File: src/rtl/cm_dpwm_pkg.sv
package cm_dpwm_pkg;

  typedef enum logic [1:0] {
    MODE_VALLEY = 2'd0,
    MODE_PEAK   = 2'd1,
    MODE_CENTER = 2'd2,
    MODE_RSVD   = 2'd3
  } pwm_mode_e;

endpackage

File: src/rtl/cm_dpwm_bank.sv
// Period holding register plus the active set (mode, period, threshold,
// polarity) that is reloaded only on a period boundary.
module cm_dpwm_bank
  import cm_dpwm_pkg::*;
#(
  parameter int CNT_W   = 8,
  parameter int PER_RST = 16
) (
  input  logic             clk_i,
  input  logic             rst_ni,
  input  logic [1:0]       mode_i,
  input  logic [CNT_W-1:0] duty_i,
  input  logic [CNT_W-1:0] per_data_i,
  input  logic             per_we_i,
  input  logic             load_i,
  output pwm_mode_e        act_mode_o,
  output logic [CNT_W-1:0] act_per_o,
  output logic [CNT_W-1:0] act_cmp_o,
  output logic             act_inv_o
);

  localparam logic [CNT_W-1:0] MIN_PER = CNT_W'(2);
  localparam logic [CNT_W-1:0] RST_RAW = CNT_W'(PER_RST);
  localparam logic [CNT_W-1:0] RST_PER = (RST_RAW < MIN_PER) ? MIN_PER : RST_RAW;

  logic [CNT_W-1:0] per_q, per_nx, per_eff, half_eff, duty_c;
  logic [CNT_W-1:0] cmp_nx;
  logic             inv_nx;
  pwm_mode_e        mode_n;

  pwm_mode_e        act_mode_q;
  logic [CNT_W-1:0] act_per_q, act_cmp_q;
  logic             act_inv_q;

  // Next-state: mapping of the pending duty onto a compare threshold
  always_comb begin
    per_nx   = per_we_i ? per_data_i : per_q;
    per_eff  = (per_nx < MIN_PER) ? MIN_PER : per_nx;
    half_eff = per_eff >> 1;
    mode_n   = pwm_mode_e'(mode_i);
    if (mode_n == MODE_RSVD) mode_n = MODE_VALLEY;
    duty_c   = (duty_i > per_eff) ? per_eff : duty_i;
    cmp_nx   = duty_c;
    inv_nx   = 1'b0;
    case (mode_n)
      MODE_PEAK: begin
        cmp_nx = per_eff - duty_c;
        inv_nx = 1'b1;
      end
      MODE_CENTER: begin
        cmp_nx = half_eff - (duty_c >> 1);
        inv_nx = 1'b1;
      end
      default: begin
        cmp_nx = duty_c;
        inv_nx = 1'b0;
      end
    endcase
  end

  // Period holding register, written at any time
  always_ff @(posedge clk_i or negedge rst_ni) begin
    if (!rst_ni) begin
      per_q <= RST_RAW;
    end else if (per_we_i) begin
      per_q <= per_data_i;
    end
  end

  // Active set, reloaded only on the boundary
  always_ff @(posedge clk_i or negedge rst_ni) begin
    if (!rst_ni) begin
      act_mode_q <= MODE_VALLEY;
      act_per_q  <= RST_PER;
      act_cmp_q  <= '0;
      act_inv_q  <= 1'b0;
    end else if (load_i) begin
      act_mode_q <= mode_n;
      act_per_q  <= per_eff;
      act_cmp_q  <= cmp_nx;
      act_inv_q  <= inv_nx;
    end
  end

  assign act_mode_o = act_mode_q;
  assign act_per_o  = act_per_q;
  assign act_cmp_o  = act_cmp_q;
  assign act_inv_o  = act_inv_q;


  act_per_min_chk: assert property (@(posedge clk_i) disable iff (!rst_ni)
    act_per_q >= MIN_PER);

endmodule

File: src/rtl/cm_dpwm_counter.sv
// Period counter: wrapping up-count for valley/peak, up-down sweep for
// average mode. Flags the last cycle and marks the first cycle.
module cm_dpwm_counter
  import cm_dpwm_pkg::*;
#(
  parameter int CNT_W = 8
) (
  input  logic             clk_i,
  input  logic             rst_ni,
  input  pwm_mode_e        mode_i,
  input  logic [CNT_W-1:0] per_i,
  output logic [CNT_W-1:0] cnt_o,
  output logic             end_o,
  output logic             first_o
);

  localparam logic [CNT_W-1:0] ONE = CNT_W'(1);

  logic [CNT_W-1:0] cnt_q, cnt_d, half, top_up;
  logic             dn_q, dn_d, first_q, end_c;

  always_comb begin
    half   = per_i >> 1;
    top_up = per_i - ONE;
    cnt_d  = cnt_q;
    dn_d   = dn_q;
    end_c  = 1'b0;
    if (mode_i == MODE_CENTER) begin
      if (dn_q) begin
        if (cnt_q == '0) begin
          end_c = 1'b1;
          dn_d  = 1'b0;
        end else begin
          cnt_d = cnt_q - ONE;
        end
      end else if (cnt_q == half - ONE) begin
        dn_d = 1'b1;
      end else begin
        cnt_d = cnt_q + ONE;
      end
    end else begin
      dn_d = 1'b0;
      if (cnt_q == top_up) begin
        end_c = 1'b1;
        cnt_d = '0;
      end else begin
        cnt_d = cnt_q + ONE;
      end
    end
  end

  always_ff @(posedge clk_i or negedge rst_ni) begin
    if (!rst_ni) begin
      cnt_q   <= '0;
      dn_q    <= 1'b0;
      first_q <= 1'b1;
    end else begin
      cnt_q   <= cnt_d;
      dn_q    <= dn_d;
      first_q <= end_c;
    end
  end

  assign cnt_o   = cnt_q;
  assign end_o   = end_c;
  assign first_o = first_q;


  cnt_range_chk: assert property (@(posedge clk_i) disable iff (!rst_ni)
    cnt_q < per_i);


  center_range_chk: assert property (@(posedge clk_i) disable iff (!rst_ni)
    (mode_i == MODE_CENTER) |-> (cnt_q < half));


  first_zero_chk: assert property (@(posedge clk_i) disable iff (!rst_ni)
    first_q |-> (cnt_q == '0 && !dn_q));

endmodule

File: src/rtl/cm_dpwm_compare.sv
// Magnitude comparator with mode-dependent polarity and registered outputs.
module cm_dpwm_compare #(
  parameter int CNT_W = 8
) (
  input  logic             clk_i,
  input  logic             rst_ni,
  input  logic [CNT_W-1:0] cnt_i,
  input  logic [CNT_W-1:0] cmp_i,
  input  logic             inv_i,
  input  logic             first_i,
  output logic             pwm_o,
  output logic             stb_o
);

  logic below, pwm_d, pwm_q, stb_q;

  always_comb begin
    below = (cnt_i < cmp_i);
    pwm_d = inv_i ? ~below : below;
  end

  always_ff @(posedge clk_i or negedge rst_ni) begin
    if (!rst_ni) begin
      pwm_q <= 1'b0;
      stb_q <= 1'b0;
    end else begin
      pwm_q <= pwm_d;
      stb_q <= first_i;
    end
  end

  assign pwm_o = pwm_q;
  assign stb_o = stb_q;


  zero_low_chk: assert property (@(posedge clk_i) disable iff (!rst_ni)
    (cmp_i == '0 && !inv_i) |=> !pwm_q);


  full_high_chk: assert property (@(posedge clk_i) disable iff (!rst_ni)
    (cmp_i == '0 && inv_i) |=> pwm_q);


  strobe_gap_chk: assert property (@(posedge clk_i) disable iff (!rst_ni)
    stb_q |=> !stb_q);

endmodule

File: src/rtl/cm_dpwm.sv
module cm_dpwm
  import cm_dpwm_pkg::*;
#(
  parameter int CNT_W   = 8,
  parameter int PER_RST = 16
) (
  input  logic             clk_i,
  input  logic             rst_ni,
  input  logic [1:0]       mode_i,
  input  logic [CNT_W-1:0] duty_i,
  input  logic [CNT_W-1:0] period_i,
  input  logic             period_we_i,
  output logic             pwm_o,
  output logic             strobe_o
);

  logic [1:0]       rst_sync_q;
  logic             rst_n_int;
  pwm_mode_e        act_mode;
  logic [CNT_W-1:0] act_per, act_cmp, cnt;
  logic             act_inv, per_end, per_first;

  // Asynchronous assert, synchronous release
  always_ff @(posedge clk_i or negedge rst_ni) begin
    if (!rst_ni) begin
      rst_sync_q <= 2'b00;
    end else begin
      rst_sync_q <= {rst_sync_q[0], 1'b1};
    end
  end
  assign rst_n_int = rst_sync_q[1];

  cm_dpwm_bank #(.CNT_W(CNT_W), .PER_RST(PER_RST)) bank_i (
    .clk_i      (clk_i),
    .rst_ni     (rst_n_int),
    .mode_i     (mode_i),
    .duty_i     (duty_i),
    .per_data_i (period_i),
    .per_we_i   (period_we_i),
    .load_i     (per_end),
    .act_mode_o (act_mode),
    .act_per_o  (act_per),
    .act_cmp_o  (act_cmp),
    .act_inv_o  (act_inv)
  );

  cm_dpwm_counter #(.CNT_W(CNT_W)) cnt_i (
    .clk_i   (clk_i),
    .rst_ni  (rst_n_int),
    .mode_i  (act_mode),
    .per_i   (act_per),
    .cnt_o   (cnt),
    .end_o   (per_end),
    .first_o (per_first)
  );

  cm_dpwm_compare #(.CNT_W(CNT_W)) cmp_i (
    .clk_i   (clk_i),
    .rst_ni  (rst_n_int),
    .cnt_i   (cnt),
    .cmp_i   (act_cmp),
    .inv_i   (act_inv),
    .first_i (per_first),
    .pwm_o   (pwm_o),
    .stb_o   (strobe_o)
  );


  reset_quiet_chk: assert property (@(posedge clk_i)
    !rst_n_int |=> (!pwm_o && !strobe_o) || rst_n_int);

endmodule

File: config.mk
export PLATFORM = sky130hd
export DESIGN_NAME = cm_dpwm
export DESIGN_NICKNAME = d
export VERILOG_FILES = /design/src/rtl/cm_dpwm_pkg.sv /design/src/rtl/cm_dpwm_bank.sv /design/src/rtl/cm_dpwm_counter.sv /design/src/rtl/cm_dpwm_compare.sv /design/src/rtl/cm_dpwm.sv
export SDC_FILE = /design/constraint.sdc
export NUM_CORES = 1
export LEC_CHECK = 0
export BUFFER_PORTS_ARGS = -buffer_cell sky130_fd_sc_hd__buf_2
export CAP_MARGIN = 20
export CELL_PAD_IN_SITES_DETAIL_PLACEMENT = 2
export CELL_PAD_IN_SITES_GLOBAL_PLACEMENT = 2
export CORE_ASPECT_RATIO = 1.4
export CORE_UTILIZATION = 35
export CTS_CLUSTER_SIZE = 28
export DETAILED_ROUTE_END_ITERATION = 8
export GPL_TIMING_DRIVEN = 1
export HOLD_SLACK_MARGIN = 0.15
export PLACE_DENSITY = 0.82
export SYNTH_ARGS = -nofsm -noshare
export SYNTH_HDL_FRONTEND = slang
export SYNTH_SLANG_ARGS = --single-unit
File: constraint.sdc
create_clock -name clk_i -period 1.5 [get_ports clk_i]
set_input_delay 0 -clock clk_i [delete_from_list [all_inputs] [get_ports clk_i]]
set_output_delay 0 -clock clk_i [all_outputs]
set_load 0.05 [all_outputs]
==> results.txt, run 1 <==
----------------------------------------------------
[Clock tree]
  Clk Tree Root Cell ... sky130_fd_sc_hd__clkbuf_16
  Number of clock sinks ... 41
  H-tree depth reported by CTS ... 2
  Clock tree buffer depth ... 2
  Clock buffer count from CTS ... 5

[Synthesis]
  Synth unique cells ... 66
  Count of mapped cells out of synthesis ... 386
  Most used flip-flop cell after synthesis ... sky130_fd_sc_hd__dfrtp_1
  Share of synthesized registers carrying an async set or reset ... 100.0%
  Post-synth EDFFs ... 0
  Synth Register Bits ... 41
  Fraction of the yosys area taken by sequential cells ... 29.85%
  Post-synthesis average cell area ... 8.937 sq um
  Combined area of all synthesized cells ... 3450 sq um
  Warnings, synthesis ... 0
  Mapped Nets ... 441

[Run status]
  Error message ... [ERROR DPL-0033] detailed placement checks failed during check placement.
  Halt point of the flow ... 5_1_grt
  Run status ... aborted with a tool error

[Place]
  Gp weighted congestion ... 0.9566
  # port buffers ... 22
  Post-placement worst setup slack ... -2.774 ns
  Post-detailed-placement half-perimeter wirelength ... 11,440 um

[Floorplanning]
  Die Span X ... 85.91 um
  Initial Utilization ... 36.27%
  Floorplan row count ... 42
  Die span in y ... 119.5 um
  Number of placed I/O pins ... 23

[Global route]
  Largest net degree at the start of global routing ... 40
  Initial antenna violation count ... 0

[Timing]
  Post-GRT worst EP ... bank_i.act_cmp_o[6]$_DFFE_PN0P_/D
  Worst endpoint type ... register input

----------------------------------------------------
-- metrics by stage --
stage | instances | cell area [sq um]
after floorplan | 386 | 3602
after global placement | 623 | 4517
after detailed placement | 623 | 4517
after CTS | 661 | 5351
-- synthesized netlist by cell type (2+ instances only) --
master | number | area, sq um
sky130_fd_sc_hd__xnor2_1 | 12 | 105.1
sky130_fd_sc_hd__nor3_1 | 4 | 20.02
sky130_fd_sc_hd__inv_1 | 42 | 157.7
sky130_fd_sc_hd__a21o_1 | 5 | 37.54
sky130_fd_sc_hd__o211a_1 | 2 | 20.02
sky130_fd_sc_hd__nor2b_1 | 4 | 25.02
sky130_fd_sc_hd__o21a_1 | 3 | 22.52
sky130_fd_sc_hd__nand2_1 | 23 | 86.33
sky130_fd_sc_hd__fa_1 | 2 | 40.04
sky130_fd_sc_hd__o21ai_0 | 23 | 115.1
sky130_fd_sc_hd__and3_1 | 2 | 12.51
sky130_fd_sc_hd__nand2b_1 | 7 | 43.79
sky130_fd_sc_hd__ha_1 | 32 | 400.4
sky130_fd_sc_hd__nand3_1 | 9 | 45.04
sky130_fd_sc_hd__o211ai_1 | 2 | 15.01
sky130_fd_sc_hd__mux2_2 | 3 | 33.78
sky130_fd_sc_hd__a21boi_0 | 3 | 22.52
sky130_fd_sc_hd__a21oi_1 | 18 | 90.09
sky130_fd_sc_hd__buf_2 | 6 | 30.03
sky130_fd_sc_hd__dfstp_2 | 3 | 78.83
sky130_fd_sc_hd__a41o_1 | 2 | 20.02
sky130_fd_sc_hd__a221oi_1 | 5 | 43.79
sky130_fd_sc_hd__nor2_1 | 25 | 93.84
sky130_fd_sc_hd__clkbuf_1 | 8 | 30.03
sky130_fd_sc_hd__o31ai_1 | 6 | 45.04
sky130_fd_sc_hd__or4_1 | 2 | 15.01
sky130_fd_sc_hd__nand4bb_1 | 2 | 22.52
sky130_fd_sc_hd__or3_1 | 3 | 18.77
sky130_fd_sc_hd__xor2_1 | 19 | 166.4
sky130_fd_sc_hd__nand4_1 | 4 | 25.02
sky130_fd_sc_hd__buf_6 | 5 | 56.30
sky130_fd_sc_hd__mux2i_1 | 14 | 140.1
sky130_fd_sc_hd__a21oi_2 | 4 | 35.03
sky130_fd_sc_hd__o21ai_1 | 3 | 15.01
sky130_fd_sc_hd__dfrtp_1 | 38 | 950.9
sky130_fd_sc_hd__nor4_1 | 2 | 12.51
sky130_fd_sc_hd__o21ai_2 | 4 | 35.03
sky130_fd_sc_hd__a31oi_1 | 2 | 12.51
sky130_fd_sc_hd__a211o_1 | 5 | 43.79
sky130_fd_sc_hd__and2_1 | 2 | 12.51
-- cell families after synthesis --
| kind of cell | after synthesis | share of synthesized area (%) |
|---|---|---|
| AOI/OAI and AO/OA | 100 | 20.35 |
| and+or+nand+nor | 100 | 15.85 |
| buffers and inverters | 62 | 8.161 |
| DFF | 41 | 29.85 |
| adders and majority gates | 34 | 12.77 |
| xor gates and xnor gates | 31 | 7.871 |
| muxes | 17 | 5.042 |
| other | 1 | 0.1087 |
-- what timing repair did --
item | CTS
cloned | 3
hold buffers | 3
setup endpoints to repair | 30
pin swaps | 31
endpoints found under the hold margin | 5
buffers inserted | 24
resized for setup | 89
==> run 2, diff against run 1 <==
--- a/config.mk
+++ b/config.mk
@@ -7,15 +7,10 @@
 export LEC_CHECK = 0
 export BUFFER_PORTS_ARGS = -buffer_cell sky130_fd_sc_hd__buf_2
 export CAP_MARGIN = 20
-export CELL_PAD_IN_SITES_DETAIL_PLACEMENT = 2
-export CELL_PAD_IN_SITES_GLOBAL_PLACEMENT = 2
-export CORE_ASPECT_RATIO = 1.4
-export CORE_UTILIZATION = 35
-export CTS_CLUSTER_SIZE = 28
+export CORE_UTILIZATION = 20
 export DETAILED_ROUTE_END_ITERATION = 8
 export GPL_TIMING_DRIVEN = 1
-export HOLD_SLACK_MARGIN = 0.15
-export PLACE_DENSITY = 0.82
+export PLACE_DENSITY_LB_ADDON = 0.15
 export SYNTH_ARGS = -nofsm -noshare
 export SYNTH_HDL_FRONTEND = slang
 export SYNTH_SLANG_ARGS = --single-unit
==> results.txt, run 2 <==
----------------------------------------------------
[Clock tree]
  TritonCTS clock tree ... done
  Clock tree buffer depth ... 2 (unchanged)
  Clock latency on the worst-skew pair ... 0.29 ns
  Number of clock sinks ... 41 (unchanged)
  Clock buffer count from CTS ... 5 (unchanged)
  Clock slew at reported path FFs ... 0.06 ns
  Clk Tree Root Cell ... sky130_fd_sc_hd__clkbuf_16 (unchanged)
  H-tree depth reported by CTS ... 2 (unchanged)

[Cells and area]
  Commonest cells after routing, fill and taps aside ... sky130_fd_sc_hd__buf_4 (109), sky130_fd_sc_hd__dfrtp_1 (35), sky130_fd_sc_hd__inv_1 (34)
  Most frequent standard cell in the layout excluding fill and tap cells ... sky130_fd_sc_hd__buf_4
  Non-Filler Cell Area, Final ... 5607 sq um
  Fraction of layout cells with a size suffix above 1 ... 52.85%
  Number of nets at the end of the flow ... 580
  Diode count ... 0
  Area overhead of the layout relative to synthesis ... 62.53%
  Number of standard cells in the final layout excluding fillers ... 746
  Number of fill cells ... 1,767
  Share of the core filled with cells ... 33.57%
  Sequential cell area ... 1033 sq um
  Area of the multi-input gates ... 2778 sq um

[Power]
  Portion of total power attributed to sequential cells ... 27.9%
  Power share of the combinational group ... 41.9%
  Peak supply drop ... 0.5144 mV
  Switching Power ... 1.283 mW
  Areal power density over the cells ... 731.6 nW/um^2
  Static leakage ... 2.481 nW
  Internal cell power ... 2.819 mW
  Switching Share ... 31.28%
  Relative contribution of the clock network to total power ... 30.2%

[Global route]
  Largest net degree at the start of global routing ... 40
  GR Util All Layers ... 12.67%
  First-pass GRT wire length ... 17,490 um
  Via count of the first global-routing pass ... 3,400
  Grt total ovfl ... 0
  Initial antenna violation count ... 0

[Synthesis]
  Area share of the largest cell type after synthesis ... 27.57% (unchanged)
  Most common cell in the netlist ... sky130_fd_sc_hd__inv_1 (unchanged)
  Commonest cells in the netlist ... sky130_fd_sc_hd__inv_1 (42), sky130_fd_sc_hd__dfrtp_1 (38), sky130_fd_sc_hd__ha_1 (32), sky130_fd_sc_hd__nor2_1 (25) (unchanged)
  Mapped Nets ... 441 (unchanged)
  Combined area of all synthesized cells ... 3450 sq um (unchanged)
  Fraction of the yosys area taken by sequential cells ... 29.85% (unchanged)
  Warnings, synthesis ... 0 (unchanged)
  Post-synth EDFFs ... 0 (unchanged)
  Post-synthesis average cell area ... 8.937 sq um (unchanged)
  Share of synthesized registers carrying an async set or reset ... 100.0% (unchanged)
  Most used flip-flop cell after synthesis ... sky130_fd_sc_hd__dfrtp_1 (unchanged)
  Synth Register Bits ... 41 (unchanged)
  Most area-consuming cells after synthesis ... sky130_fd_sc_hd__dfrtp_1 (28%), sky130_fd_sc_hd__ha_1 (12%), sky130_fd_sc_hd__xor2_1 (4.8%), sky130_fd_sc_hd__inv_1 (4.6%), sky130_fd_sc_hd__mux2i_1 (4.1%) (unchanged)
  Synth unique cells ... 66 (unchanged)
  Leading area contributor after synthesis ... sky130_fd_sc_hd__dfrtp_1 (unchanged)
  Count of mapped cells out of synthesis ... 386 (unchanged)

[Place]
  Post-detailed-placement half-perimeter wirelength ... 8118 um (was 11,440 um)
  Post-placement worst setup slack ... -2.476 ns (was -2.774 ns)
  # port buffers ... 22 (unchanged)
  Number of cells in the design after placement ... 712 (was 623)
  Gp weighted congestion ... 0.8557 (was 0.9566)
  Instance area after placement ... 4648 sq um (was 4517 sq um)

[Route]
  DR iter-0 viols ... 121
  Wire length reported by the detailed router ... 10,630 um
  Number of detailed-route iterations in the first pass ... 4
  Routed via count divided by cell count ... 4.280
  Detailed-route DRC error count ... 0
  Detailed-route wire length per cell ... 14.25 um
  Number of routed nets with antenna violations ... 0
  Number of vias in the routed layout ... 3,193

[Timing]
  Final WS setup ... -2.315 ns
  Count of endpoints failing hold in the final timing report ... 0
  Final Max Tran Viols ... 0
  Maximum clock rate ... 0.2621 GHz
  Part of the cycle the worst path needs ... 254.3%
  Worst clock skew on the final layout ... 0.006204 ns
  Worst hold slack across all endpoints ... 0.01843 ns
  Clock period minus final worst setup slack ... 3.815 ns
  Setup repair after global routing missed its margin ... yes
  Total setup violations reported at the end of the flow ... 30

[Setup path]
  Sort of element at the start of the critical path ... flip-flop
  CP top delay family ... compound AO/OA/AOI/OAI gates
  CP Cell Sequence ... or4_1 -> o22ai_1 -> nand3_1 -> o21a_1 -> ha_4 -> inv_2 -> a21oi_2 -> o2111ai_2 -> nand2_4 -> buf_4 -> mux2i_4 -> ha_4 -> buf_4 -> nand3_2 -> o21ai_2 -> xor2_1 -> a21oi_1 -> a221o_1 -> o21ai_2
  Crit path max-delay cell type ... sky130_fd_sc_hd__or4_1
  Crit Path Category ... flip-flop to flip-flop
  Crit path arrival time ... 4.04 ns
  Critical path peak fanout ... 8
  Slowest Stage Delay on Critical Path ... 0.50 ns
  Kind of end point of the critical path ... flip-flop
  Number of buffers and inverters on the critical path ... 3
  Worst path required time ... 1.72 ns

[Floorplanning]
  Floorplan row count ... 47 (was 42)
  Initial Utilization ... 20.65% (was 36.27%)
  Floorplan die area ... 17,780 sq um
  Number of placed I/O pins ... 23 (unchanged)
  Floorplan Core Area ... 16,700 sq um
  Die Span X ... 133.3 um (was 85.91 um)
  Die span in y ... 133.3 um (was 119.5 um)

[Flow run]
  Number of max-cap violations ... 0

[Run status]
  Run status ... finished with violations (was aborted with a tool error)
  Violated checks ... negative setup slack

[Worst hold path]
  Hold WC Path Type ... input port to async pin

----------------------------------------------------
[run 2: cell counts after synthesis]
Identical to the previous run, type by type.
[run 2: routing by layer]
metal  vias up  routed length (um)  track usage (%)
met4         0                 133            3.283
met2        23                5336            21.90
met5         -                   0                0
li1       1628                   -                -
met1      1534                4952            16.25
met3         8                 210            2.093
[run 2: cell type report]
cell class | instances | area share, %
Clock inverter | 2 | 0.6249
Clock buffer | 6 | 2.299
Multi-Input combinational cell | 284 | 49.54
Tap cell | 220 | 4.910
Sequential cell | 41 | 18.43
Inverter | 42 | 2.857
Timing Repair Buffer | 151 | 21.33
[run 2: timing repair]
item / 4_1_cts / 5_1_grt
gates resized for setup: 57 / 62
hold buffers: 3 / 0
endpoints found under the setup margin: 30 / 30
gates cloned: 2 / 0
setup buffers: 14 / 9
hold endpoints to repair: 4 / 0
pin swaps: 40 / 25
[run 2: per-stage QoR]
stage	power, mW	setup TNS [ns]
after CTS	3.935	-32.56
final	4.102	-32.19
after floorplan	1.928	-29.16
after global routing	4.356	-36.65
after global placement	2.442	-33.05
after detailed placement	2.449	-33.95
[run 2: power by group through the flow]
stage,Sequential [mW],Clock [mW],Combinational [mW]
after global routing,1.15,1.33,1.88
after CTS,1.14,1.30,1.49
after detailed placement,1.16,0,1.28
after floorplan,1.18,0,0.752
after global placement,1.16,0,1.28
final,1.14,1.24,1.72
[run 2: kinds of logic (layout without fill, tap and decap cells)]
kind of cell / count (synthesis) / after routing / synth area share, %
and+or+nand+nor: 100 / 100 / 15.85
adders and majority gates: 34 / 34 / 12.77
muxes: 17 / 17 / 5.042
AOI/OAI and AO/OA: 100 / 101 / 20.35
other: 1 / 1 / 0.1087
xor gates and xnor gates: 31 / 31 / 7.871
DFF: 41 / 41 / 29.85
buffers and inverters: 62 / 201 / 8.161
[run 2: worst paths after layout]
check                                start  slack, ns             endpoint  cells past startpoint
max                        bank_i.per_q[7]      -2.31  bank_i.act_cmp_o[5]                     19
max reg2reg                bank_i.per_q[7]      -2.31  bank_i.act_cmp_o[5]                     19
max in group asynchronous    rst_sync_q[1]       0.99      bank_i.per_q[4]                      1
min in group clk_i             period_i[5]       0.13      bank_i.per_q[5]                      4
min                                 rst_ni       0.02        rst_sync_q[0]                      2
min reg2reg                  rst_sync_q[1]       0.23  bank_i.act_cmp_o[4]                      1
Power figures use the tool's default switching activity.
==> run 3, diff against run 2 <==
--- a/config.mk
+++ b/config.mk
@@ -11,6 +11,7 @@
 export DETAILED_ROUTE_END_ITERATION = 8
 export GPL_TIMING_DRIVEN = 1
 export PLACE_DENSITY_LB_ADDON = 0.15
+export REMOVE_ABC_BUFFERS = 1
 export SYNTH_ARGS = -nofsm -noshare
 export SYNTH_HDL_FRONTEND = slang
 export SYNTH_SLANG_ARGS = --single-unit
==> constraint.sdc (replaced) <==
create_clock -name clk_i -period 4.6 [get_ports clk_i]
set_input_delay 0 -clock clk_i [delete_from_list [all_inputs] [get_ports clk_i]]
set_output_delay 0 -clock clk_i [all_outputs]
set_load 0.05 [all_outputs]
==> results.txt, run 3 (synthesis results as in run 2) <==
----------------------------------------------------
[Run status]
  Run status ... finished clean (was finished with violations)

[Power]
  Areal power density over the cells ... 275.1 nW/um^2 (was 731.6 nW/um^2)
  Peak supply drop ... 0.1138 mV (was 0.5144 mV)
  Static leakage ... 1.803 nW (was 2.481 nW)

[Clock tree]
  Number of clock sinks ... 41 (unchanged)
  Clock latency on the worst-skew pair ... 0.29 ns (about the same)
  Clk Tree Root Cell ... sky130_fd_sc_hd__clkbuf_16 (unchanged)
  H-tree depth reported by CTS ... 2 (unchanged)
  Clock slew at reported path FFs ... 0.06 ns (about the same)
  Clock buffer count from CTS ... 5 (unchanged)
  Clock tree buffer depth ... 2 (unchanged)
  TritonCTS clock tree ... done (unchanged)

[Place]
  Number of cells in the design after placement ... 618 (was 712)
  Instance area after placement ... 3787 sq um (was 4648 sq um)
  Post-placement worst setup slack ... 0.07731 ns (was -2.476 ns)
  Gp weighted congestion ... 0.8044 (was 0.8557)
  # port buffers ... 22 (unchanged)
  Post-detailed-placement half-perimeter wirelength ... 6991 um (was 8118 um)

[Timing]
  Final WS setup ... 0.3182 ns (was -2.315 ns)
  Part of the cycle the worst path needs ... 93.08% (was 254.3%)
  Total setup violations reported at the end of the flow ... 0 (was 30)
  Relative max-transition margin ... 40.03%
  Setup repair after global routing missed its margin ... no (was yes)
  Final Max Tran Viols ... 0 (unchanged)
  Worst Max-Slew Pin Slew ... 0.8995 ns
  Clock period minus final worst setup slack ... 4.282 ns (was 3.815 ns)
  Maximum clock rate ... 0.2335 GHz (was 0.2621 GHz)
  Worst clock skew on the final layout ... 0.007497 ns (was 0.006204 ns)
  Count of endpoints failing hold in the final timing report ... 0 (unchanged)
  Sum Neg Setup Slack ... 0 ns (was -32.19 ns)

[Route]
  Routed via count divided by cell count ... 4.415 (was 4.280)
  Wire length reported by the detailed router ... 9026 um (was 10,630 um)
  Number of routed nets with antenna violations ... 0 (unchanged)
  Detailed-route wire length per cell ... 14.35 um (was 14.25 um)
  Detailed-route DRC error count ... 0 (unchanged)
  Number of detailed-route iterations in the first pass ... 4 (unchanged)
  DR iter-0 viols ... 105 (was 121)
  Number of vias in the routed layout ... 2,777 (was 3,193)

[Floorplanning]
  Floorplan row count ... 47 (unchanged)
  Number of placed I/O pins ... 23 (unchanged)
  Floorplan die area ... 17,780 sq um (unchanged)
  Die span in y ... 133.3 um (unchanged)
  Floorplan Core Area ... 16,700 sq um (unchanged)
  Die Span X ... 133.3 um (unchanged)
  Initial Utilization ... 20.65% (unchanged)

[Worst hold path]
  Hold WC Path Type ... input port to async pin (unchanged)

[Flow run]
  Number of max-cap violations ... 0 (unchanged)

[Cells and area]
  Diode count ... 0 (unchanged)
  Number of standard cells in the final layout excluding fillers ... 629 (was 746)
  Share of the core filled with cells ... 23.94% (was 33.57%)
  Number of nets at the end of the flow ... 463 (was 580)
  Fraction of layout cells with a size suffix above 1 ... 16.14% (was 52.85%)
  Commonest cells after routing, fill and taps aside ... sky130_fd_sc_hd__inv_1 (42), sky130_fd_sc_hd__dfrtp_1 (37), sky130_fd_sc_hd__ha_1 (32) (was sky130_fd_sc_hd__buf_4 (109), sky130_fd_sc_hd__dfrtp_1 (35), sky130_fd_sc_hd__inv_1 (34))
  Area overhead of the layout relative to synthesis ... 15.92% (was 62.53%)
  Non-Filler Cell Area, Final ... 3999 sq um (was 5607 sq um)
  Most frequent standard cell in the layout excluding fill and tap cells ... sky130_fd_sc_hd__inv_1 (was sky130_fd_sc_hd__buf_4)

[Setup path]
  Sort of element at the start of the critical path ... flip-flop (unchanged)
  Crit path arrival time ... 4.44 ns (was 4.04 ns)
  Worst path required time ... 4.76 ns (was 1.72 ns)
  Crit Path Category ... flip-flop to flip-flop (unchanged)
  Critical path peak fanout ... 6 (was 8)
  Kind of end point of the critical path ... flip-flop (unchanged)
  Worst Reg-to-Reg Cells ... 19 (unchanged)

[Global route]
  Via count of the first global-routing pass ... 2,804 (was 3,400)
  Grt total ovfl ... 0 (unchanged)
  GR Util All Layers ... 10.93% (was 12.67%)
  Largest net degree at the start of global routing ... 40 (unchanged)
  First-pass GRT wire length ... 15,120 um (was 17,490 um)
  Initial antenna violation count ... 0 (unchanged)

----------------------------------------------------
==> run 3: worst paths after layout <==
check,endpoint,startpoint,slack [ns]
max in group asynchronous,bank_i.act_per_o[3],rst_sync_q[1],3.63
hold / removal,rst_sync_q[0],rst_ni,0.02
setup reg to reg,bank_i.act_cmp_o[6],bank_i.per_q[7],0.32
min in group clk_i,bank_i.per_q[5],period_i[5],0.14
setup / recovery,bank_i.act_cmp_o[6],bank_i.per_q[7],0.32
hold reg to reg,rst_sync_q[1],rst_sync_q[0],0.35
==> run 3: metal layers <==
layer  vias to the layer above  routed length (um)  GRT usage, %
met4                         0                  95         3.030
li1                       1388                   -             -
met5                         -                   0             0
met2                        48                4174         18.17
met1                      1334                4337         14.61
met3                         7                 419         1.674
==> run 3: where the power goes <==
part	internal, mW	switching [mW]
sequential	0.370	0.0103
combinational	0.141	0.179
clock	0.255	0.145
==> run 3: worst max-delay path: stages (launching register included) <==
cell	delay, ns
sky130_fd_sc_hd__dfrtp_1	0.37
sky130_fd_sc_hd__or4_1	0.49
sky130_fd_sc_hd__o22ai_1	0.15
sky130_fd_sc_hd__nand3_1	0.13
sky130_fd_sc_hd__nand2b_2	0.17
sky130_fd_sc_hd__inv_1	0.11
sky130_fd_sc_hd__ha_1	0.31
sky130_fd_sc_hd__a21oi_1	0.08
sky130_fd_sc_hd__o2111ai_1	0.21
sky130_fd_sc_hd__nand2_2	0.19
sky130_fd_sc_hd__mux2_2	0.31
sky130_fd_sc_hd__ha_1	0.14
sky130_fd_sc_hd__inv_1	0.05
sky130_fd_sc_hd__fa_1	0.41
sky130_fd_sc_hd__a21oi_1	0.25
sky130_fd_sc_hd__o21ai_0	0.14
sky130_fd_sc_hd__xor2_1	0.16
sky130_fd_sc_hd__a221oi_1	0.27
sky130_fd_sc_hd__a211o_1	0.15
sky130_fd_sc_hd__o21ai_2	0.05
==> run 3: stage by stage <==
step | hold WS [ns] | power, mW
3_5_place_dp | -0.2092 | 0.6998
2_1_floorplan | -0.2956 | 0.6054
5_1_grt | 0.04506 | 1.171
4_1_cts | 0.01740 | 1.113
3_3_place_gp | -0.2140 | 0.6989
6_report | 0.02277 | 1.100
==> run 3: repair_timing <==
item                                    4_1_cts  5_1_grt
hold endpoints to repair                      4        0
gates resized for setup                       0        4
endpoints found under the setup margin        0        6
setup buffers                                 0        0
hold buffers                                  3        0
==> run 3: layout make-up <==
type | instances | area [sq um]
tap | 220 | 275.3
multi-input combinational | 283 | 2156
fill | 1859 | 12700
timing repair buffer | 35 | 215.2
sequential | 41 | 1031
clock inverter | 2 | 35.03
clock buffer | 6 | 128.9
inverter | 42 | 157.7
==> run 4, diff against run 3 <==
--- a/config.mk
+++ b/config.mk
@@ -14,4 +14,5 @@
 export REMOVE_ABC_BUFFERS = 1
 export SYNTH_ARGS = -nofsm -noshare
 export SYNTH_HDL_FRONTEND = slang
+export SYNTH_HIERARCHICAL = 1
 export SYNTH_SLANG_ARGS = --single-unit
==> results.txt, run 4 <==
----------------------------------------------------
[Setup path]
  Kind of end point of the critical path ... flip-flop (unchanged)
  Slowest Stage Delay on Critical Path ... 0.58 ns (was 0.49 ns)
  Worst path required time ... 4.74 ns (was 4.76 ns)
  Number of buffers and inverters on the critical path ... 0 (was 2)
  CP top delay family ... simple AND/OR/NAND/NOR gates (was compound AO/OA/AOI/OAI gates)
  Crit path max-delay cell type ... sky130_fd_sc_hd__or4_1 (unchanged)
  Critical path peak fanout ... 10 (was 6)
  Worst Reg-to-Reg Cells ... 18 (was 19)
  Sort of element at the start of the critical path ... flip-flop (unchanged)
  CP Cell Sequence ... or4_1 -> nor4_4 -> nor2_1 -> o21a_1 -> ha_1 -> nor2_1 -> maj3_2 -> a22o_4 -> mux2i_1 -> ha_1 -> fa_2 -> nor2b_1 -> nor3_1 -> o21bai_1 -> a21oi_1 -> and3_1 -> o31ai_1 -> o221ai_1 (was or4_1 -> o22ai_1 -> nand3_1 -> nand2b_2 -> inv_1 -> ha_1 -> a21oi_1 -> o2111ai_1 -> nand2_2 -> mux2_2 -> ha_1 -> inv_1 -> fa_1 -> a21oi_1 -> o21ai_0 -> xor2_1 -> a221oi_1 -> a211o_1 -> o21ai_2)
  Destination of the worst register-to-register timing path ... bank_i/act_cmp_o[6] (was bank_i.act_cmp_o[6])
  Crit Path Category ... flip-flop to flip-flop (unchanged)
  Reg2Reg Setup Slack ... 0.32 ns (about the same)
  Crit path arrival time ... 4.43 ns (was 4.44 ns)
  Beginning of the worst register-to-register path ... bank_i/per_q[2] (was bank_i.per_q[7])

[Timing]
  Worst hold slack across all endpoints ... 0.01154 ns (was 0.02277 ns)
  Part of the cycle the worst path needs ... 93.10% (was 93.08%)
  Total setup violations reported at the end of the flow ... 0 (unchanged)
  Sum Neg Setup Slack ... 0 ns (unchanged)
  Worst clock skew on the final layout ... 0.003220 ns (was 0.007497 ns)
  Setup repair after global routing missed its margin ... no (unchanged)
  Clock period minus final worst setup slack ... 4.283 ns (was 4.282 ns)
  Count of endpoints failing hold in the final timing report ... 0 (unchanged)
  Worst Max-Slew Pin Slew ... 0.9265 ns (was 0.8995 ns)
  Maximum clock rate ... 0.2335 GHz (about the same)
  Final Max Tran Viols ... 0 (unchanged)
  Relative max-transition margin ... 38.23% (was 40.03%)

[Power]
  Areal power density over the cells ... 254.8 nW/um^2 (was 275.1 nW/um^2)
  Peak supply drop ... 0.1038 mV (was 0.1138 mV)
  Static leakage ... 1.843 nW (was 1.803 nW)

[Route]
  Number of routed nets with antenna violations ... 0 (unchanged)
  Detailed-route wire length per cell ... 15.52 um (was 14.35 um)
  Wire length reported by the detailed router ... 10,170 um (was 9026 um)
  Detailed-route DRC error count ... 0 (unchanged)
  Routed via count divided by cell count ... 4.609 (was 4.415)
  Number of vias in the routed layout ... 3,019 (was 2,777)
  Number of detailed-route iterations in the first pass ... 4 (unchanged)
  DR iter-0 viols ... 105 (unchanged)

[Floorplanning]
  Floorplan row count ... 48 (was 47)
  Floorplan die area ... 18,700 sq um (was 17,780 sq um)
  Die Span X ... 136.7 um (was 133.3 um)
  Number of placed I/O pins ... 23 (unchanged)
  Initial Utilization ... 20.70% (was 20.65%)
  Die span in y ... 136.7 um (was 133.3 um)
  Floorplan Core Area ... 17,540 sq um (was 16,700 sq um)

[Flow run]
  Number of max-cap violations ... 0 (unchanged)

[Synthesis]
  Area share of the largest cell type after synthesis ... 26.19% (was 27.57%)
  Most area-consuming cells after synthesis ... sky130_fd_sc_hd__dfrtp_1 (26%), sky130_fd_sc_hd__ha_1 (10%), sky130_fd_sc_hd__mux2i_1 (4.4%), sky130_fd_sc_hd__inv_1 (4.0%), sky130_fd_sc_hd__xnor2_1 (3.4%) (was sky130_fd_sc_hd__dfrtp_1 (28%), sky130_fd_sc_hd__ha_1 (12%), sky130_fd_sc_hd__xor2_1 (4.8%), sky130_fd_sc_hd__inv_1 (4.6%), sky130_fd_sc_hd__mux2i_1 (4.1%))
  Synth unique cells ... 68 (was 66)
  Share of synthesized registers carrying an async set or reset ... 100.0% (unchanged)
  Count of mapped cells out of synthesis ... 410 (was 386)
  Most common cell in the netlist ... sky130_fd_sc_hd__inv_1 (unchanged)
  Combined area of all synthesized cells ... 3631 sq um (was 3450 sq um)
  Post-synth EDFFs ... 0 (unchanged)
  Commonest cells in the netlist ... sky130_fd_sc_hd__inv_1 (39), sky130_fd_sc_hd__dfrtp_1 (38), sky130_fd_sc_hd__ha_1 (30), sky130_fd_sc_hd__nor2_1 (29), sky130_fd_sc_hd__a21oi_1 (22) (was sky130_fd_sc_hd__inv_1 (42), sky130_fd_sc_hd__dfrtp_1 (38), sky130_fd_sc_hd__ha_1 (32), sky130_fd_sc_hd__nor2_1 (25))
  Fraction of the yosys area taken by sequential cells ... 28.36% (was 29.85%)
  Post-synthesis average cell area ... 8.856 sq um (was 8.937 sq um)
  Synth Register Bits ... 41 (unchanged)
  Warnings, synthesis ... 6 (was 0)
  Leading area contributor after synthesis ... sky130_fd_sc_hd__dfrtp_1 (unchanged)
  Most used flip-flop cell after synthesis ... sky130_fd_sc_hd__dfrtp_1 (unchanged)

[Clock tree]
  Clk Tree Root Cell ... sky130_fd_sc_hd__clkbuf_16 (unchanged)
  Clock slew at reported path FFs ... 0.06 ns (about the same)
  Clock tree buffer depth ... 2 (unchanged)
  H-tree depth reported by CTS ... 2 (unchanged)
  TritonCTS clock tree ... done (unchanged)
  Number of buffers added for setup after CTS ... 0 (unchanged)
  Clock buffer count from CTS ... 5 (unchanged)
  Number of clock sinks ... 41 (unchanged)
  Clock latency on the worst-skew pair ... 0.28 ns (was 0.29 ns)

[Cells and area]
  Diode count ... 0 (unchanged)
  Number of standard cells in the final layout excluding fillers ... 655 (was 629)
  Area of the multi-input gates ... 2364 sq um (was 2156 sq um)
  Number of nets at the end of the flow ... 482 (was 463)
  Fraction of layout cells with a size suffix above 1 ... 15.81% (was 16.14%)
  Share of the core filled with cells ... 23.78% (was 23.94%)
  Non-Filler Cell Area, Final ... 4170 sq um (was 3999 sq um)
  Commonest cells after routing, fill and taps aside ... sky130_fd_sc_hd__inv_1 (39), sky130_fd_sc_hd__dfrtp_1 (37), sky130_fd_sc_hd__ha_1 (30) (was sky130_fd_sc_hd__inv_1 (42), sky130_fd_sc_hd__dfrtp_1 (37), sky130_fd_sc_hd__ha_1 (32))
  Sequential cell area ... 1031 sq um (unchanged)
  Most frequent standard cell in the layout excluding fill and tap cells ... sky130_fd_sc_hd__inv_1 (unchanged)
  Area overhead of the layout relative to synthesis ... 14.85% (was 15.92%)
  Number of fill cells ... 1,949 (was 1,859)

[Global route]
  Grt total ovfl ... 0 (unchanged)
  Initial antenna violation count ... 0 (unchanged)
  Via count of the first global-routing pass ... 2,970 (was 2,804)
  Largest net degree at the start of global routing ... 40 (unchanged)
  First-pass GRT wire length ... 16,470 um (was 15,120 um)
  GR Util All Layers ... 11.59% (was 10.93%)

[Place]
  Instance area after placement ... 3973 sq um (was 3787 sq um)
  Gp weighted congestion ... 0.7908 (was 0.8044)
  # port buffers ... 22 (unchanged)
  Post-detailed-placement half-perimeter wirelength ... 7812 um (was 6991 um)
  Number of cells in the design after placement ... 645 (was 618)

[Worst hold path]
  Hold WC Path Type ... input port to flip-flop (was input port to async pin)
  Cells on Worst Hold Path ... 2
  Worst Min Path Start ... period_i[1]
  Capture endpoint of the worst hold path ... bank_i/per_q[1]

[Run status]
  Run status ... finished clean (unchanged)

----------------------------------------------------
run 4: cell types whose count changed after synthesis, sizes merged, moves of 7 or more:
cell / before / now
o21a: 3 / 10
o21ai: 30 / 20
xor2: 19 / 11
nor3: 6 / 14
run 4: cell type report:
class | count | share of cell area (%)
multi-input combinational | 309 | 56.68
tap | 225 | 6.751
timing repair buffer | 33 | 4.740
sequential | 41 | 24.72
clock buffer | 7 | 3.420
inverter | 39 | 3.510
clock inverter | 1 | 0.1800
run 4: how the worst max path moves through the flow:
stage               depth (start not counted)            start  slack, ns                  end
finish                                     18  bank_i/per_q[2]       0.32  bank_i/act_cmp_o[6]
global route                               18  bank_i/per_q[2]       0.01  bank_i/act_cmp_o[6]
CTS                                        15  bank_i/per_q[2]      0.003  bank_i/act_cmp_o[7]
detailed placement                         15  bank_i/per_q[2]       0.03  bank_i/act_cmp_o[7]
global placement                           16  bank_i/per_q[2]       0.14  bank_i/act_cmp_o[5]
floorplan                                  18  bank_i/per_q[2]       0.48  bank_i/act_cmp_o[6]
run 4: worst reg2reg max path: stages (launching register included):
cell	delay (ns)
sky130_fd_sc_hd__dfrtp_1	0.37
sky130_fd_sc_hd__or4_1	0.58
sky130_fd_sc_hd__nor4_4	0.19
sky130_fd_sc_hd__nor2_1	0.07
sky130_fd_sc_hd__o21a_1	0.21
sky130_fd_sc_hd__ha_1	0.30
sky130_fd_sc_hd__nor2_1	0.05
sky130_fd_sc_hd__maj3_2	0.31
sky130_fd_sc_hd__a22o_4	0.29
sky130_fd_sc_hd__mux2i_1	0.16
sky130_fd_sc_hd__ha_1	0.21
sky130_fd_sc_hd__fa_2	0.37
sky130_fd_sc_hd__nor2b_1	0.17
sky130_fd_sc_hd__nor3_1	0.08
sky130_fd_sc_hd__o21bai_1	0.15
sky130_fd_sc_hd__a21oi_1	0.09
sky130_fd_sc_hd__and3_1	0.19
sky130_fd_sc_hd__o31ai_1	0.22
sky130_fd_sc_hd__o221ai_1	0.15
run 4: what timing repair did:
action | 4_1_cts | 5_1_grt
hold buffers | 2 | 0
gates resized for setup | 0 | 7
endpoints found under the setup margin | 0 | 4
endpoints found under the hold margin | 3 | 0
run 4: stage by stage:
step | total power [mW] | setup WS (ns)
2_1_floorplan | 0.5997 | 0.4774
3_3_place_gp | 0.6993 | 0.1403
3_5_place_dp | 0.6958 | 0.02727
4_1_cts | 1.065 | 0.002561
5_1_grt | 1.131 | 0.01487
6_report | 1.062 | 0.3174
run 4: cell families after synthesis:
| logic type | Yosys count | share of synthesized area, % |
|---|---|---|
| AO/OA/AOI/OAI | 96 | 18.47 |
| XOR/XNOR | 25 | 6.030 |
| adder cells (fa/ha/maj) | 33 | 11.75 |
| buffers and inverters | 60 | 7.305 |
| flip-flops | 41 | 28.36 |
| multiplexers | 22 | 6.271 |
| other | 1 | 0.1033 |
| AND/OR/NAND/NOR | 132 | 21.71 |
run 4: routing by layer:
| layer | vias to the layer above | track usage (%) | share of wire [%] |
|---|---|---|---|
| li1 | 1502 | - | - |
| met1 | 1472 | 15.85 | 51 |
| met2 | 39 | 19.32 | 46 |
| met3 | 6 | 1.222 | 2.1 |
| met4 | 0 | 2.901 | 1.1 |
| met5 | - | 0 | 0 |
run 4: where the power goes:
part	internal [mW]	switching [mW]	total [mW]	leakage [nW]
logic	0.136	0.184	0.320	1.30
clock network	0.216	0.145	0.361	0.0701
registers	0.369	0.0114	0.381	0.469
